$ cat src/rtl/tri_obs_scan.sv
module tri_obs_scan #(
  parameter int CTRL_W = 2,
  parameter int OUT_W  = 3
) (
  input  logic                clk,
  input  logic                rst_n,
  input  logic                cap_en,
  input  logic                shift_en,
  input  logic [3*CTRL_W-1:0] ctrl_obs,
  input  logic [3*OUT_W-1:0]  mod_obs,
  input  logic [3*OUT_W-1:0]  maj_obs,
  input  logic [3*OUT_W-1:0]  min_obs,
  output logic [3*CTRL_W-1:0] ctrl_thru,
  output logic [3*OUT_W-1:0]  mod_thru,
  output logic [3*OUT_W-1:0]  maj_thru,
  output logic [3*OUT_W-1:0]  min_thru,
  output logic [2:0]          scan_out
);
  localparam int L = CTRL_W + 3*OUT_W;

  logic [3*L-1:0] sr, cap_vec, shf_vec;

  assign ctrl_thru = ctrl_obs;
  assign mod_thru  = mod_obs;
  assign maj_thru  = maj_obs;
  assign min_thru  = min_obs;

  for (genvar c = 0; c < 3; c++) begin : g_chain
    for (genvar i = 0; i < CTRL_W; i++) begin : g_ctrl
      assign cap_vec[c*L + i] = ctrl_obs[c*CTRL_W + i];
    end
    for (genvar j = 0; j < OUT_W; j++) begin : g_out
      assign cap_vec[c*L + CTRL_W + 3*j]     = mod_obs[c*OUT_W + j];
      assign cap_vec[c*L + CTRL_W + 3*j + 1] = maj_obs[c*OUT_W + j];
      assign cap_vec[c*L + CTRL_W + 3*j + 2] = min_obs[c*OUT_W + j];
    end
    assign shf_vec[c*L +: L] = {1'b0, sr[c*L+1 +: L-1]};
    assign scan_out[c] = sr[c*L];
  end

  always_ff @(posedge clk) begin
    if (!rst_n)        sr <= '0;
    else if (cap_en)   sr <= cap_vec;
    else if (shift_en) sr <= shf_vec;
  end
endmodule

$ cat config.mk
export PLATFORM = sky130hd
export DESIGN_NAME = tri_obs_scan
export DESIGN_NICKNAME = d
export VERILOG_FILES = /design/src/rtl/tri_obs_scan.sv
export SDC_FILE = /design/constraint.sdc
export NUM_CORES = 1
export LEC_CHECK = 0
export BUFFER_PORTS_ARGS = -buffer_cell sky130_fd_sc_hd__buf_2
export CAP_MARGIN = 20
export CORE_ASPECT_RATIO = 0.8
export CORE_MARGIN = 2
export CORE_UTILIZATION = 53
export DETAILED_ROUTE_END_ITERATION = 7
export PLACE_DENSITY = 0.85
export SKIP_LAST_GASP = 1
export SLEW_MARGIN = 5
export SYNTH_ARGS = -nofsm -noshare
export SYNTH_HDL_FRONTEND = slang
export SYNTH_SLANG_ARGS = --single-unit
$ cat constraint.sdc
create_clock -name clk -period 1.85 [get_ports clk]
set_clock_uncertainty 0.15 [all_clocks]
set_input_delay 0.37 -clock clk [delete_from_list [all_inputs] [get_ports clk]]
set_output_delay 0.37 -clock clk [all_outputs]
set_load 0.02 [all_outputs]
=== Word-level counts from Yosys, hierarchy flattened ===
Cells that the tools add are included.

* Multiply operators: 0
* Shift operators: 0
* Bitwise gates (word level): 0
* Equality and inequality tests: 0
* Add/sub/neg operators: 0
* Magnitude comparators: 0
* Reductions and logical operators: 1
* Multiplexer cells: 2
* Divide/modulo/power cells: 0

{| class="wikitable"
|+ Operator list
! kind !! number
|-
| $mux W33 || 2
|-
| $reduce_bool A2 Y1 || 1
|}

* Bits of input ports: 37
* ROM bits: 0
* Memories kept: 0
* Register bits after elaboration: 33
* Bits in writable memories: 0
* Word-level logic and storage cells: 4
* Latch bits: 0

=== Logic depth before layout (Yosys ltp) ===
* Depth after elaboration: 2
* Mapped depth: 4
* Depth with buffers taken out: 2

=== Worst setup path after synthesis ===
OpenSTA, ideal clock, no wires.

* Path kind: input-to-reg
* Start point: in shift_en
* End point: reg sr[11]
* Stages on the path: 4
* Path slack: 467 ps
* Path buffers: 2
* Setup time: 116 ps
* Required time: 1,584 ps
* Arrival time: 1,117 ps
* Path through: buf_6 buf_6 mux2_4 o211a_1

* Word-level cells in the longest chain between the ends: 1

{| class="wikitable"
|+ RTL lines
! element !! line !! RTL
|-
| from (decl) || 8 || <nowiki>input logic shift_en,</nowiki>
|-
| $reduce_bool A2 Y1 (no line) || n/a ||
|-
| to (signal assigned) || 43 || <nowiki>else if (cap_en) sr <= cap_vec;</nowiki>
|-
| to (signal assigned) || 44 || <nowiki>else if (shift_en) sr <= shf_vec;</nowiki>
|-
| to (decl) || 21 || <nowiki>logic [3*L-1:0] sr, cap_vec, shf_vec;</nowiki>
|}

No other way between the ends.
A chain may end at the register's enable or synchronous reset.

=== Worst setup path after layout ===
* Start point: reg sr[11]
* End point: out scan_out[1]

{| class="wikitable"
|+ RTL lines
! element !! line !! RTL
|-
| to (decl) || 17 || <nowiki>output logic [2:0] scan_out</nowiki>
|}

No word-level cell between the ends.

==> flow_summary.toml <==
[run_status]
outcome = "finished, final reports clean"

[timing]
min_period_ns = 1.29
setup_violations = 0
finalCritPeriodShare_pct = 69.9
relSlewSlack_pct = 63.6
maxSlewViolCount = 0
worstMarginPinSlew_ns = 0.547
rsz0062_at_grt = "false"
final.setup.tns_ns = 0
whs_ns = 0.202
max_freq_mhz = 773
hold_violations = 0

[cells_and_area]
layout_common_cells = "72 x buf_2, 33 x dfxtp_1, 30 x nand2b_1, 30 x o211a_1, 27 x mux2_4"
layout-drive-gt1-share_pct = 52.1
fillers = 317
largest_register_ff_count = 33
layout.nets = 251
antenna_cells = 0
finalNonFillerCells = 255
multi_input_area_um2 = 987
largest-register = "sr"
reg_top3 = "sr x33"
final_util_pct = 62.0
synthToLayoutAreaGrowth_pct = 8.86
mostFrequentLayoutCell = "buf_2"
seq_area_um2 = 661
stdcell_area_um2 = 2180

[critical_path]
cp_top_family = "flip-flops"
end_kind = "output port"
crit_path_start_kind = "flop"
crit_path_top_delay_cell = "dfxtp_1"
cp_max_fo = 2
path_buf_inv = 1
path_cells = "buf_2"
path_class = "flop to output port"
critPathRequiredTime_ns = 1.33
arrival_ns = 0.77
cpPeakStageDelay_ns = 0.34

[synthesis]
yosysWarnings = 0
ys_types = 12
synth_cells = 182
synth_seq_cells = 33
synth-seq-area-share_pct = 33.0
syn_area_um2 = 2000
synth.avg_cell_area_um2 = 11.0
mappedNetlistNets = 219

[grt]
grt_pass1_wl_mm = 5.00
grt_usage_pct = 14.9
grt_pass1_vias = 1167
grt_overflow = 0
grt_max_degree = 45
antenna_found_initial = 0

[routing]
routed_wirelength_mm = 3.08
remaining_drc_errors = 0
met3_length_um = 151
wl_per_cell_um = 12.1
antenna_left = 0
wl_met2_mm = 1.45
drtIter0Drc = 36
firstDrtPassIters = 4
dr.max_layer_used = "met4"
wirelength_met1_mm = 1.44
num_vias = 1282
vias_per_cell = 5.03

[clock_tree]
cts-htree-levels = 2
postCtsSetupBuffers = 0
cts_tree = "built"
clkTransAtPathRegs_ns = 0.06
cts_root_buf = "clkbuf_8"
cts_resized = 0
cts_buffers = 5
cts_sinks = 33
clockBufferDepth = 2
cts_hold_buf = 0
clk_latency_ns = 0.27

[floorplan]
fp.dieArea_um2 = 4290
ioPinCount = 73
fp.dieH_um = 59.0
core.rowCount = 19
start_util_pct = 57.0
die_w_um = 72.8
core-area_um2 = 3520

[placed_design]
routabilityCongestion = 0.678
portBuffers = 72
place_area_um2 = 2110
place_inst = 249

[job]
max_cap_viol_count = 0

[power]
power_per_cell_area_nw_per_um2 = 741
ir_worst_vdd_v = 0.000489
power_leakage_nw = 1.28

[worst_hold_path]
hp-class = "input port to flop"
-- cell usage after synthesis --
cell       n  area [um2]
buf_4     36         270
dfxtp_1   33         661
nand2b_1  30         188
o211a_1   30         300
mux2_4    27         405
clkbuf_1   7        26.3
buf_6      4        45.0
a21boi_1   3        22.5
buf_2      3        15.0
mux2_2     3        33.8
nand2_1    3        11.3
or3b_1     3        26.3
-- power by group --
part / switching, W / leakage (nW) / total (W) / internal [W]
logic: 0.000165 / 0.964 / 0.000362 / 0.000198
registers: 0.0000264 / 0.274 / 0.000789 / 0.000763
clock network: 0.000219 / 0.0399 / 0.000466 / 0.000247
total: 0.000410 / 1.28 / 0.00162 / 0.00121
-- logic make-up (layout without fill, tap and decap cells) --
| kind of cell | after synthesis | in the layout | share of synthesized area [%] |
|---|---|---|---|
| buffers and inverters | 50 | 81 | 17.8 |
| DFF | 33 | 33 | 33.0 |
| and+or+nand+nor | 36 | 36 | 11.2 |
| muxes | 30 | 30 | 21.9 |
| AOI/OAI and AO/OA | 33 | 33 | 16.1 |
-- routing by layer --
metal,track usage [%],up-vias
met4,5.56,0
met1,18.3,580
met3,3.57,5
met2,25.6,36
met5,0,-
li1,-,661
-- final cells by class --
cell class | count | share of cell area (%)
clock buffer | 5 | 3.15
clock inverter | 1 | 0.229
multi-input combinational | 99 | 45.2
sequential | 33 | 30.3
tap | 42 | 2.41
timing repair buffer | 75 | 18.7
-- per-stage QoR --
step	worst slack (ns)	power [W]
3_3_place_gp	0.321	0.00116
3_5_place_dp	0.306	0.00117
4_1_cts	0.551	0.00164
2_1_floorplan	0.467	0.00112
5_1_grt	0.522	0.00171
6_report	0.557	0.00162
-- final timing paths --
check,to,from,slack (ns),depth (start not counted)
min,sr[21]$_SDFFE_PN0P_,min_obs[5],0.20,3
min reg2reg,sr[32]$_SDFFE_PN0P_,sr[32]$_SDFFE_PN0P_,0.41,2
max reg2reg,sr[19]$_SDFFE_PN0P_,sr[19]$_SDFFE_PN0P_,0.81,2
max,scan_out[1],sr[11]$_SDFFE_PN0P_,0.56,1
Note: power is estimated with default switching activity, not from simulation.
